## config.mk

```make
export PLATFORM = sky130hd
export DESIGN_NAME = ipc_mailbox
export DESIGN_NICKNAME = d
export VERILOG_FILES = /design/src/rtl/ipc_mbox_pkg.sv /design/src/rtl/ipc_mbox_fifo.sv /design/src/rtl/ipc_mbox_irq_bank.sv /design/src/rtl/ipc_mbox_port.sv /design/src/rtl/ipc_mailbox.sv
export SDC_FILE = /design/constraint.sdc
export NUM_CORES = 2
export LEC_CHECK = 0
export ABC_AREA = 1
export ABC_CLOCK_PERIOD_IN_PS = 7800
export BUFFER_PORTS_ARGS = -buffer_cell sky130_fd_sc_hd__buf_2
export CAP_MARGIN = 10
export CORE_MARGIN = 3
export CORE_UTILIZATION = 30
export CTS_CLUSTER_SIZE = 40
export DETAILED_ROUTE_END_ITERATION = 7
export MAX_ROUTING_LAYER = met4
export SLEW_MARGIN = 20
export SYNTH_ARGS = -nofsm -noshare
export SYNTH_HDL_FRONTEND = slang
export SYNTH_SLANG_ARGS = --single-unit
```

## constraint.sdc

```tcl
create_clock -name clk -period 7.8 [get_ports clk]
set_input_delay 1.17 -clock clk [delete_from_list [all_inputs] [get_ports clk]]
set_output_delay 1.17 -clock clk [all_outputs]
set_load 0.01 [all_outputs]
```

## src/rtl/ipc_mbox_pkg.sv

```systemverilog
package ipc_mbox_pkg;

   localparam int AW = 7;
   localparam int DW = 32;

   // word addresses with fixed meaning
   localparam logic [AW-1:0] A_CTL0 = 7'h00;
   localparam logic [AW-1:0] A_CTL1 = 7'h01;
   localparam logic [AW-1:0] A_REN  = 7'h10;
   localparam logic [AW-1:0] A_RST  = 7'h14;
   localparam logic [AW-1:0] A_LEN  = 7'h18;
   localparam logic [AW-1:0] A_LST  = 7'h1C;

   // per-channel pages, selected by address bits [6:3]
   localparam logic [3:0] PG_FULL = 4'h8;
   localparam logic [3:0] PG_CNT  = 4'hA;
   localparam logic [3:0] PG_DATA = 4'hC;

   function automatic int rx_pos(input int ch);
      return 8 * (ch % 4);
   endfunction

   function automatic int tx_pos(input int ch);
      return 8 * (ch % 4) + 4;
   endfunction

   // implemented direction bits of one control word
   function automatic logic [DW-1:0] ctl_mask(input int word, input int nch);
      logic [DW-1:0] m;
      m = '0;
      for (int k = 0; k < 4; k++) begin
         if (word * 4 + k < nch) begin
            m[rx_pos(k)] = 1'b1;
            m[tx_pos(k)] = 1'b1;
         end
      end
      return m;
   endfunction

endpackage

```

## src/rtl/ipc_mbox_fifo.sv

```systemverilog
module ipc_mbox_fifo #(
   parameter int DEPTH = 4,
   parameter int DW    = 32,
   parameter int CW    = $clog2(DEPTH + 1)
) (
   input  logic          clk,
   input  logic          rst_n,
   input  logic          push,
   input  logic          pop,
   input  logic [DW-1:0] din,
   output logic [DW-1:0] head,
   output logic [CW-1:0] count,
   output logic          full,
   output logic          empty
);

   localparam int PW = $clog2(DEPTH);

   generate
      if (DEPTH < 2 || (DEPTH & (DEPTH - 1)) != 0) begin : g_bad_depth
         $error("ipc_mbox_fifo: DEPTH must be a power of two, at least 2");
      end
   endgenerate

   logic [DW-1:0] mem [DEPTH];
   logic [PW-1:0] wp, rp;
   logic [CW-1:0] cnt_q;
   logic          accept;

   assign full   = (cnt_q == CW'(DEPTH));
   assign empty  = (cnt_q == '0);
   // a pop in the same cycle frees the slot a full FIFO needs
   assign accept = push && (!full || pop);
   assign head   = mem[rp];
   assign count  = cnt_q;

   always_ff @(posedge clk or negedge rst_n) begin
      if (!rst_n) begin
         wp    <= '0;
         rp    <= '0;
         cnt_q <= '0;
      end else begin
         if (accept) wp <= wp + 1'b1;
         if (pop)    rp <= rp + 1'b1;
         case ({accept, pop})
            2'b10:   cnt_q <= cnt_q + 1'b1;
            2'b01:   cnt_q <= cnt_q - 1'b1;
            default: cnt_q <= cnt_q;
         endcase
      end
   end

   always_ff @(posedge clk) begin
      if (accept) mem[wp] <= din;
   end

   assert_no_overflow_R4 : assert property (@(posedge clk) disable iff (!rst_n)
      cnt_q <= CW'(DEPTH));

   assert_no_underflow_R5 : assert property (@(posedge clk) disable iff (!rst_n)
      pop |-> !empty);

   assert_drop_full_R4 : assert property (@(posedge clk) disable iff (!rst_n)
      (push && !pop && full) |=> $stable(cnt_q));

   assert_pushpop_R10 : assert property (@(posedge clk) disable iff (!rst_n)
      (push && pop) |=> $stable(cnt_q));

endmodule

```

## src/rtl/ipc_mbox_irq_bank.sv

```systemverilog
module ipc_mbox_irq_bank #(
   parameter int NB = 16,
   parameter int DW = 32
) (
   input  logic          clk,
   input  logic          rst_n,
   input  logic          en_we,
   input  logic          clr_we,
   input  logic [DW-1:0] wdata,
   input  logic [NB-1:0] set,
   output logic [NB-1:0] en,
   output logic [NB-1:0] stat,
   output logic          irq
);

   generate
      if (NB > DW) begin : g_bad_nb
         $error("ipc_mbox_irq_bank: NB exceeds the data width");
      end
   endgenerate

   logic [NB-1:0] clr;

   assign clr = clr_we ? wdata[NB-1:0] : '0;

   always_ff @(posedge clk or negedge rst_n) begin
      if (!rst_n) begin
         en   <= '0;
         stat <= '0;
      end else begin
         if (en_we) en <= wdata[NB-1:0];
         // a live set condition outranks a clear request
         stat <= set | (stat & ~clr);
      end
   end

   assign irq = |(stat & en);

   assert_set_wins_R7 : assert property (@(posedge clk) disable iff (!rst_n)
      (set != '0) |=> ((stat & $past(set)) == $past(set)));

   assert_irq_quiet_R8 : assert property (@(posedge clk) disable iff (!rst_n)
      (en == '0) |-> !irq);

endmodule

```

## src/rtl/ipc_mbox_port.sv

```systemverilog
module ipc_mbox_port
   import ipc_mbox_pkg::*;
#(
   parameter bit IS_REMOTE = 1'b0,
   parameter int NUM_CH    = 8,
   parameter int CW        = 3,
   parameter bit RDATA_REG = 1'b1
) (
   input  logic              clk,
   input  logic              rst_n,
   input  logic [AW-1:0]     addr,
   input  logic              wr,
   input  logic              rd,
   input  logic [NUM_CH-1:0] dir_tx,
   input  logic [NUM_CH-1:0] dir_rx,
   input  logic [NUM_CH-1:0] full,
   input  logic [NUM_CH-1:0] empty,
   input  logic [CW-1:0]     cnt  [NUM_CH],
   input  logic [DW-1:0]     head [NUM_CH],
   input  logic [DW-1:0]     ctl0,
   input  logic [DW-1:0]     ctl1,
   input  logic [2*NUM_CH-1:0] en_loc,
   input  logic [2*NUM_CH-1:0] st_loc,
   input  logic [2*NUM_CH-1:0] en_rem,
   input  logic [2*NUM_CH-1:0] st_rem,
   output logic [NUM_CH-1:0] push,
   output logic [NUM_CH-1:0] pop,
   output logic [1:0]        ctl_we,
   output logic              en_we,
   output logic              clr_we,
   output logic [DW-1:0]     rdata
);

   localparam logic [AW-1:0] OWN_EN = IS_REMOTE ? A_REN : A_LEN;
   localparam logic [AW-1:0] OWN_ST = IS_REMOTE ? A_RST : A_LST;

   logic [2:0]    ch;
   logic [3:0]    page;
   logic [DW-1:0] rmux;

   assign ch   = addr[2:0];
   assign page = addr[6:3];

   always_comb begin
      for (int i = 0; i < NUM_CH; i++) begin
         push[i] = wr && (page == PG_DATA) && (ch == 3'(i)) && dir_tx[i];
         pop[i]  = rd && (page == PG_DATA) && (ch == 3'(i)) && dir_rx[i] && !empty[i];
      end
   end

   assign en_we  = wr && (addr == OWN_EN);
   assign clr_we = wr && (addr == OWN_ST);

   generate
      if (IS_REMOTE) begin : g_ctl_owner
         assign ctl_we = {wr && (addr == A_CTL1), wr && (addr == A_CTL0)};
      end else begin : g_ctl_none
         assign ctl_we = 2'b00;
      end
   endgenerate

   always_comb begin
      rmux = '0;
      case (addr)
         A_CTL0: rmux = ctl0;
         A_CTL1: rmux = ctl1;
         A_REN:  rmux = DW'(en_rem);
         A_RST:  rmux = DW'(st_rem);
         A_LEN:  rmux = DW'(en_loc);
         A_LST:  rmux = DW'(st_loc);
         default: begin
            for (int i = 0; i < NUM_CH; i++) begin
               if (ch == 3'(i)) begin
                  if (page == PG_FULL) rmux = DW'(full[i]);
                  if (page == PG_CNT)  rmux = DW'(cnt[i]);
                  if (page == PG_DATA && dir_rx[i] && !empty[i]) rmux = head[i];
               end
            end
         end
      endcase
   end

   generate
      if (RDATA_REG) begin : g_rd_reg
         always_ff @(posedge clk or negedge rst_n) begin
            if (!rst_n)  rdata <= '0;
            else if (rd) rdata <= rmux;
         end

         assert_rd_hold_R11 : assert property (@(posedge clk) disable iff (!rst_n)
            !rd |=> $stable(rdata));
      end else begin : g_rd_comb
         assign rdata = rd ? rmux : '0;
      end
   endgenerate

endmodule

```

## src/rtl/ipc_mailbox.sv

```systemverilog
module ipc_mailbox
   import ipc_mbox_pkg::*;
#(
   parameter int NUM_CH    = 8,
   parameter int DEPTH     = 4,
   parameter bit RDATA_REG = 1'b1
) (
   input  logic          clk,
   input  logic          rst_n,
   input  logic [AW-1:0] loc_addr,
   input  logic          loc_wr,
   input  logic          loc_rd,
   input  logic [DW-1:0] loc_wdata,
   output logic [DW-1:0] loc_rdata,
   output logic          loc_irq,
   input  logic [AW-1:0] rem_addr,
   input  logic          rem_wr,
   input  logic          rem_rd,
   input  logic [DW-1:0] rem_wdata,
   output logic [DW-1:0] rem_rdata,
   output logic          rem_irq
);

   localparam int CW = $clog2(DEPTH + 1);
   localparam int NB = 2 * NUM_CH;

   generate
      if (NUM_CH < 1 || NUM_CH > 8) begin : g_bad_nch
         $error("ipc_mailbox: NUM_CH must lie in 1..8");
      end
      if (DEPTH != 2 && DEPTH != 4) begin : g_bad_depth
         $error("ipc_mailbox: DEPTH must be 2 or 4 for the 3-bit count");
      end
   endgenerate

   // side index 0 is local, 1 is remote
   logic [AW-1:0]     s_addr  [2];
   logic              s_wr    [2];
   logic              s_rd    [2];
   logic [DW-1:0]     s_wdata [2];
   logic [DW-1:0]     s_rdata [2];
   logic [NUM_CH-1:0] s_push  [2];
   logic [NUM_CH-1:0] s_pop   [2];
   logic [NUM_CH-1:0] s_dtx   [2];
   logic [NUM_CH-1:0] s_drx   [2];
   logic [1:0]        s_ctl_we[2];
   logic              s_en_we [2];
   logic              s_clr_we[2];
   logic [NB-1:0]     en_s    [2];
   logic [NB-1:0]     st_s    [2];
   logic [NB-1:0]     set_s   [2];
   logic              irq_s   [2];

   logic [DW-1:0]     ctl_q [2];
   logic [NUM_CH-1:0] ltx, lrx, empty, full, f_push, f_pop;
   logic [DW-1:0]     f_din [NUM_CH];
   logic [DW-1:0]     head  [NUM_CH];
   logic [CW-1:0]     cnt   [NUM_CH];

   assign s_addr[0]  = loc_addr;
   assign s_wr[0]    = loc_wr;
   assign s_rd[0]    = loc_rd;
   assign s_wdata[0] = loc_wdata;
   assign s_addr[1]  = rem_addr;
   assign s_wr[1]    = rem_wr;
   assign s_rd[1]    = rem_rd;
   assign s_wdata[1] = rem_wdata;
   assign loc_rdata  = s_rdata[0];
   assign rem_rdata  = s_rdata[1];
   assign loc_irq    = irq_s[0];
   assign rem_irq    = irq_s[1];

   // direction words
   always_ff @(posedge clk or negedge rst_n) begin
      if (!rst_n) begin
         ctl_q[0] <= '0;
         ctl_q[1] <= '0;
      end else begin
         for (int w = 0; w < 2; w++) begin
            if (s_ctl_we[0][w] || s_ctl_we[1][w])
               ctl_q[w] <= (s_ctl_we[1][w] ? s_wdata[1] : s_wdata[0]) & ctl_mask(w, NUM_CH);
         end
      end
   end

   generate
      for (genvar n = 0; n < NUM_CH; n++) begin : g_dir
         logic rxb, txb;
         assign rxb    = ctl_q[n / 4][rx_pos(n)];
         assign txb    = ctl_q[n / 4][tx_pos(n)];
         assign lrx[n] = rxb && !txb;
         assign ltx[n] = txb && !rxb;
      end
   endgenerate

   assign s_dtx[0] = ltx;
   assign s_drx[0] = lrx;
   assign s_dtx[1] = lrx;
   assign s_drx[1] = ltx;

   // FIFO inputs and status set conditions
   always_comb begin
      for (int n = 0; n < NUM_CH; n++) begin
         f_push[n] = s_push[0][n] || s_push[1][n];
         f_pop[n]  = s_pop[0][n]  || s_pop[1][n];
         f_din[n]  = s_push[1][n] ? s_wdata[1] : s_wdata[0];
      end
      for (int n = 0; n < NUM_CH; n++) begin
         set_s[0][2*n]   = lrx[n] && !empty[n];
         set_s[0][2*n+1] = ltx[n] && !full[n];
         set_s[1][2*n]   = ltx[n] && !empty[n];
         set_s[1][2*n+1] = lrx[n] && !full[n];
      end
   end

   generate
      for (genvar n = 0; n < NUM_CH; n++) begin : g_chan
         ipc_mbox_fifo #(.DEPTH(DEPTH), .DW(DW), .CW(CW)) i_fifo (
            .clk   (clk),
            .rst_n (rst_n),
            .push  (f_push[n]),
            .pop   (f_pop[n]),
            .din   (f_din[n]),
            .head  (head[n]),
            .count (cnt[n]),
            .full  (full[n]),
            .empty (empty[n])
         );
      end

      for (genvar s = 0; s < 2; s++) begin : g_side
         ipc_mbox_irq_bank #(.NB(NB), .DW(DW)) i_irq (
            .clk    (clk),
            .rst_n  (rst_n),
            .en_we  (s_en_we[s]),
            .clr_we (s_clr_we[s]),
            .wdata  (s_wdata[s]),
            .set    (set_s[s]),
            .en     (en_s[s]),
            .stat   (st_s[s]),
            .irq    (irq_s[s])
         );

         ipc_mbox_port #(
            .IS_REMOTE (s == 1),
            .NUM_CH    (NUM_CH),
            .CW        (CW),
            .RDATA_REG (RDATA_REG)
         ) i_port (
            .clk    (clk),
            .rst_n  (rst_n),
            .addr   (s_addr[s]),
            .wr     (s_wr[s]),
            .rd     (s_rd[s]),
            .dir_tx (s_dtx[s]),
            .dir_rx (s_drx[s]),
            .full   (full),
            .empty  (empty),
            .cnt    (cnt),
            .head   (head),
            .ctl0   (ctl_q[0]),
            .ctl1   (ctl_q[1]),
            .en_loc (en_s[0]),
            .st_loc (st_s[0]),
            .en_rem (en_s[1]),
            .st_rem (st_s[1]),
            .push   (s_push[s]),
            .pop    (s_pop[s]),
            .ctl_we (s_ctl_we[s]),
            .en_we  (s_en_we[s]),
            .clr_we (s_clr_we[s]),
            .rdata  (s_rdata[s])
         );
      end
   endgenerate

   assert_dir_excl_R5 : assert property (@(posedge clk) disable iff (!rst_n)
      (s_push[0] & s_push[1]) == '0);

   assert_ctl_local_ignored_R2 : assert property (@(posedge clk) disable iff (!rst_n)
      (loc_wr && (loc_addr == A_CTL0 || loc_addr == A_CTL1) &&
       !(rem_wr && (rem_addr == A_CTL0 || rem_addr == A_CTL1)))
      |=> ($stable(ctl_q[0]) && $stable(ctl_q[1])));

endmodule

```

; Word-level counts from Yosys, hierarchy flattened
; Memories as Yosys holds them, arrays and structs flattened.
; Cells that the tools add are included.
[word_totals]
register_bits = 248
mem_bits_rw = 1024
inputBits = 84
output_inout_bits = 66
elab_cells = 501
memories = 8
[mem_list]
columns = memory, words, width, rd, rd_ports_with_merged_regs, write_ports, line
row1 = g_chan[0].i_fifo.mem, 4, 32, 1, 0, 1, ipc_mbox_fifo.sv:25  ; logic [DW-1:0] mem [DEPTH];
row2 = g_chan[1].i_fifo.mem, 4, 32, 1, 0, 1, ipc_mbox_fifo.sv:25
row3 = g_chan[2].i_fifo.mem, 4, 32, 1, 0, 1, ipc_mbox_fifo.sv:25
row4 = g_chan[3].i_fifo.mem, 4, 32, 1, 0, 1, ipc_mbox_fifo.sv:25
row5 = g_chan[4].i_fifo.mem, 4, 32, 1, 0, 1, ipc_mbox_fifo.sv:25
row6 = g_chan[5].i_fifo.mem, 4, 32, 1, 0, 1, ipc_mbox_fifo.sv:25
row7 = +2 memories, n/a, n/a, n/a, n/a, n/a, n/a
[classes]
addsub = 32
n_eq_ne = 54
muxes = 107
n_bitwise = 10
reduce_logical = 258
[op_table]
columns = operator, count
row1 = $mux W32, 73
row2 = $pmux W32 S6, 2
row3 = $logic_and A1 B1 Y1, 178
row4 = $and A16 B16 Y16, 4
row5 = $and A32 B29 Y32, 2
row6 = $eq A7 B5 Y1 const B, 8
row7 = $eq A3 B3 Y1 const B, 16
row8 = $pmux W3 S2, 8
row9 = $add A2 B1 Y2 const B, 16
row10 = $logic_not A1 Y1, 32
row11 = $mux W16, 2
row12 = $not A16 Y16, 2
row13 = $or A16 B16 Y16, 2
row14 = $reduce_or A16 Y1, 2
row15 = $logic_not A3 Y1, 10
row16 = $add A3 B1 Y3 const B, 8
row17 = $eq A4 B4 Y1 const B, 6
row18 = $logic_or A1 B1 Y1, 24
row19 = $sub A3 B1 Y3 const B, 8
row20 = $mux W1, 20
row21 = $eq A2 B1 Y1 const B, 8
row22 = $eq A2 B2 Y1 const B, 8
row23 = $reduce_bool A2 Y1, 8
row24 = $eq A7 B1 Y1 const B, 2
row25 = other kinds (5), 12

; Longest topological paths before layout
[depth]
depth_word = 37
depth_mapped = 29
ltp_nobuf = 29

; Hierarchy
; A second synthesis with hierarchy kept.
[hier_totals]
cells_unflattened = 5523
area_unflattened_um2 = 57741.6
[modules_own_cells]
columns = module, instances, cells_per_inst, area_per_inst_um2, seq_area_each_um2
row1 = ipc_mbox_fifo (g_chan[0].i_fifo ...), 7, 372, 5230.0, 4018.9
row2 = ipc_mbox_fifo (g_chan[2].i_fifo), 1, 372, 5216.3, 4018.9
row3 = ipc_mbox_port (g_side[0].i_port), 1, 744, 4493.1, 800.8
row4 = ipc_mbox_port (g_side[1].i_port), 1, 732, 4354.2, 800.8
row5 = ipc_mailbox, 1, 833, 4315.4, 400.4
row6 = ipc_mbox_irq_bank, 2, 119, 1376.3, 800.8

; Worst setup path before layout
; No wires, ideal clock.
[synth_path]
path_type = input to register
start = in loc_addr[6]
end = mem g_chan[4].i_fifo.mem[0][0] (enable)
setup_ns = 0.421
t_arrival_ns = 3.991
required_ns = 7.379
slack_ns = 3.388
stages = 11
path_buffers = 0
path_cell_list = inv_1 > nor2_2 > nand3_2 > nor2_1 > inv_1 > nor2_2 > inv_2 > o22ai_1 > or2_2 > nand2_1 > nor2_1
[synth_between]
elab_chain_len = 10
elab_cells_between_ends = 14
[synth_rtl]
columns = element, line
row1 = "start, declared", ipc_mailbox.sv:10  ; input logic [AW-1:0] loc_addr,
row2 = $eq A4 B4 Y1, ipc_mbox_port.sv:47  ; pop[i] = rd && (page == PG_DATA) && (ch == 3'(i)) && dir_rx[i] && !empty[i];
row3 = $logic_and A1 B1 Y1 (4 in series), ipc_mbox_port.sv:47
row4 = $logic_or A1 B1 Y1, ipc_mailbox.sv:105  ; f_pop[n] = s_pop[0][n] || s_pop[1][n];
row5 = net g_chan[4].i_fifo.pop, ipc_mbox_fifo.sv:9  ; input logic pop,
row6 = $logic_or A1 B1 Y1, ipc_mbox_fifo.sv:33  ; assign accept = push && (!full || pop);
row7 = $logic_and A1 B1 Y1, ipc_mbox_fifo.sv:33
row8 = $mux W1, ipc_mbox_fifo.sv:54  ; if (accept) mem[wp] <= din;
row9 = $mux W1 (not written as such), ipc_mbox_fifo.sv:54
row10 = "end, declared", ipc_mbox_fifo.sv:25
; The timed path passes the listed nets, and every way through them passes these cells.

; Worst setup path in the final report
[layout_path]
start = in loc_addr[3]
end = mem g_chan[4].i_fifo.mem[2][10] (enable)
; Same word-level chain as after synthesis.

==> metrics.md <==
| Metric | Value |
|---|---|
| Latest clock arrival within the worst-skew pair | `790 ps` |
| GRT Total Usage | `25.7%` |
| Drt first pass iters | `6` |
| Met3 GRT Util | `4.03%` |
| Setup CP Type | `in2reg` |
| Comb pwr share | `5.2%` |
| Reg power frac | `51.2%` |
| Clock tree sinks | `1224` |
| Syn avg cell area | `10.7 um^2` |
| Synth Instances | `5124` |
| NumNets Final | `5313` |
| Routing usage on met1 | `31.9%` |
| Vias after detailed routing | `43.6k` |
| CTS tree | `done` |
| Post-synth EDFFs | `1024` |
| Worst slew margin | `22.5%` |
| Setup Total Neg Slack | `0 ps` |
| Share of cells above drive strength 1 | `11.3%` |
| Synth cell types | `63` |
| IO Port Bufs | `149` |
| HP Class | `in2async` |
| Clock skew | `35.3 ps` |
| Tcrit/Tclk final | `63.2%` |
| Worst-margin pin slew | `1160 ps` |
| Die H | `434 um` |
| First-pass GRT wire length | `325000 um` |
| Cell Rows | `156` |
| Met2 usage | `39.8%` |
| Vias in the first global route | `39.0k` |
| Filler cells | `17.9k` |
| Syn_nets | `5256` |
| Worst r2r dst | `g_chan[4].i_fifo.mem[2][10]` |
| Core Region | `182000 um^2` |
| Power Dens Cells | `222 nW/um^2` |
| Final setup viols | `0` |
| Post-Synth Adder-Cell Area | `1.20%` |
| P_leak | `22.6 nW` |
| Synth Flop Type | `edfxtp_1` |
| Yosys reg bits | `1224` |
| CP startpoint kind | `input port` |
| Layout area overhead | `14.6%` |
| R2R depth | `13` |
| Final min period | `4930 ps` |
| Worst hold slack | `418 ps` |
| Yosys warning count | `0` |
| Max Fclk | `203 MHz` |
| RSZ-0062 raised after global routing | `false` |
| Clock power share | `43.6%` |
| Num CTS Buffers | `121` |
| Net Sw Power | `3.24 mW` |
| Cell area after synthesis | `55100 um^2` |
| Post-synthesis mux area share | `0.102%` |
| Cell internal pwr | `10.8 mW` |
| XOR/XNOR Fraction of Synth Area | `0.636%` |
| Max_cap viols | `0` |
| WL final | `242000 um` |
| Status | `finished, final reports clean` |
| RePlAce Congestion | `1.06` |
| Commonest cells after routing, fill and taps aside | `1111 x nand2_1, 1024 x edfxtp_1, 690 x o21ai_0, 383 x nor2_1, 268 x inv_1` |
| DRT iter0 DRCs | `6673` |
| Share of synthesized area occupied by flip-flops and latches | `64.9%` |
| Max Slew Vio Count | `0` |
| Final Hold Fails | `0` |
| H-tree depth | `3` |
| Peak supply drop | `0.196 mV` |
| Clock transition at path regs | `60 ps` |
| Initial core utilization | `30.3%` |
| Critical Path RT | `8190 ps` |
| # Post-CTS Setup Buffers | `0` |
| GRT overflow | `0` |
| Crit path max fanout | `32` |
| CTS Root Cell | `clkbuf_16` |
| Top Ports | `150` |
| Busiest layer in global routing | `met2` |
| CP endpoint kind | `flop` |
| Post-synthesis compound-gate area fraction | `16.6%` |
| HPWL Detailed | `163000 um` |
| Via-per-instance ratio | `5.66` |
| Critical path data arrival time | `5320 ps` |
| CTS resizes | `0` |
| Clock tree buffer depth | `3` |
| Post-Synth Simple-Gate Area | `12.0%` |
| Sw frac | `23.2%` |
| Largest family of logic cells by synthesized area | `compound AO/OA/AOI/OAI gates` |
| Ys async rst share | `16.3%` |
| Die Width | `434 um` |
| Largest net degree at the start of global routing | `126` |
| Post-route ant nets | `0` |
| DRC | `0` |
| CTS Hold Bufs | `0` |
| Wire per inst | `31.4 um` |
| Antenna violations before repair | `47` |
| R2R Setup Slk | `3060 ps` |
| Die area | `189000 um^2` |
| Most common cell after layout, fill and taps aside | `nand2_1` |
| FF-to-FF Start | `ctl_q[0]` |
## kinds of logic (layout without fill, tap and decap cells)
logic type / after synthesis / count (layout)
buffers and inverters: 645 / 809
xor gates and xnor gates: 40 / 40
AOI/OAI and AO/OA: 1489 / 1489
adders and majority gates: 48 / 48
muxes: 5 / 5
and+or+nand+nor: 1673 / 1673
DFF: 1224 / 1224
other: 0 / 54
## final cells by class
cell class	count	area, um^2	area share, %
repair buffers	252	1760	2.79
clock buffers	174	3470	5.49
multi-input cells	3255	17100	27.2
well taps	2370	2970	4.70
inverters	327	1230	1.95
flip-flops and latches	1224	35800	56.7
diodes	54	135	0.214
clock inverters	56	657	1.04
## power groups by stage
stage	Clock, mW	Combinational [mW]	Sequential [mW]
2_1_floorplan	0	0.285	7.29
3_3_place_gp	0	0.699	7.31
3_5_place_dp	0	0.708	7.31
4_1_cts	6.14	0.710	7.17
5_1_grt	6.38	0.752	7.17
6_report	6.10	0.731	7.17
## critical path: stages
cell	delay, ps
buf_2	190
nor2_2	170
nand3_2	370
nor2_1	420
inv_1	120
nor2_2	720
inv_2	300
o22ai_1	420
or2_2	190
nand2_1	250
nor2_4	950
## cell usage after synthesis, types with 9 or more instances
| cell | count | area share, % |
|---|---|---|
| nor3_1 | 33 | 0.30 |
| xor2_1 | 32 | 0.51 |
| a211oi_1 | 18 | 0.25 |
| o2111ai_1 | 33 | 0.52 |
| inv_2 | 43 | 0.29 |
| nor2_1 | 417 | 2.8 |
| o21ai_1 | 20 | 0.18 |
| nand3_1 | 50 | 0.45 |
| a21oi_1 | 213 | 1.9 |
| nand4_1 | 10 | 0.11 |
| a221oi_1 | 49 | 0.78 |
| clkbuf_1 | 255 | 1.7 |
| edfxtp_1 | 1024 | 56 |
| nor4_1 | 9 | 0.10 |
| or2_2 | 14 | 0.16 |
| o211ai_1 | 21 | 0.29 |
| o221ai_1 | 26 | 0.41 |
| a32oi_1 | 11 | 0.17 |
| ha_1 | 40 | 0.91 |
| o31ai_1 | 22 | 0.30 |
| buf_1 | 30 | 0.20 |
| nand2_1 | 1111 | 7.6 |
| nor2_2 | 12 | 0.14 |
| o22ai_1 | 210 | 2.4 |
| a32o_1 | 129 | 2.3 |
| o21ai_0 | 690 | 6.3 |
| buf_2 | 17 | 0.15 |
| dfrtp_1 | 200 | 9.1 |
| clkbuf_2 | 16 | 0.15 |
| inv_1 | 280 | 1.9 |
## how the worst max path moves through the flow
stage | from | cells past startpoint | slack, ps | to
global placement | loc_addr[3] | 11 | 2300 | g_chan[4].i_fifo.mem[1][30]
global route | loc_addr[3] | 11 | 2710 | g_chan[4].i_fifo.mem[3][21]
finish | loc_addr[3] | 11 | 2870 | g_chan[4].i_fifo.mem[2][10]
floorplan | loc_addr[6] | 11 | 3390 | g_chan[4].i_fifo.mem[0][0]
CTS | loc_addr[3] | 11 | 2970 | g_chan[4].i_fifo.mem[0][30]
detailed placement | loc_addr[3] | 11 | 2140 | g_chan[4].i_fifo.mem[0][13]
## registers in the layout, summed over array words and instances, names as in the netlist
name,cells
g_chan.i_fifo.count,24
g_side.i_port.rdata,64
g_side.i_irq.stat,32
g_chan.i_fifo.wp,16
g_chan.i_fifo.mem,1024
ctl_q,16
g_side.i_irq.en,32
g_chan.i_fifo.rp,16
## layer usage
layer  wire length [um]  share of wire, %
met2             113000                47
met5                  0                 0
met4              15700               6.5
met3              21700               9.0
met1              91700                38
## through the flow
stage | utilization, % | instances | area, um^2 | worst slack [ps] | total power [mW]
after floorplan | - | 5124 | 55100 | 3390 | 7.58
after global placement | 32.3 | 7415 | 58500 | 2300 | 8.00
after detailed placement | 32.3 | 7415 | 58500 | 2140 | 8.01
after CTS | 34.5 | 7645 | 62700 | 2970 | 14.0
after global routing | 34.7 | 7673 | 63000 | 2710 | 14.3
final | 34.8 | 7712 | 63100 | 2870 | 14.0
Note: power is estimated with default switching activity, not from simulation.
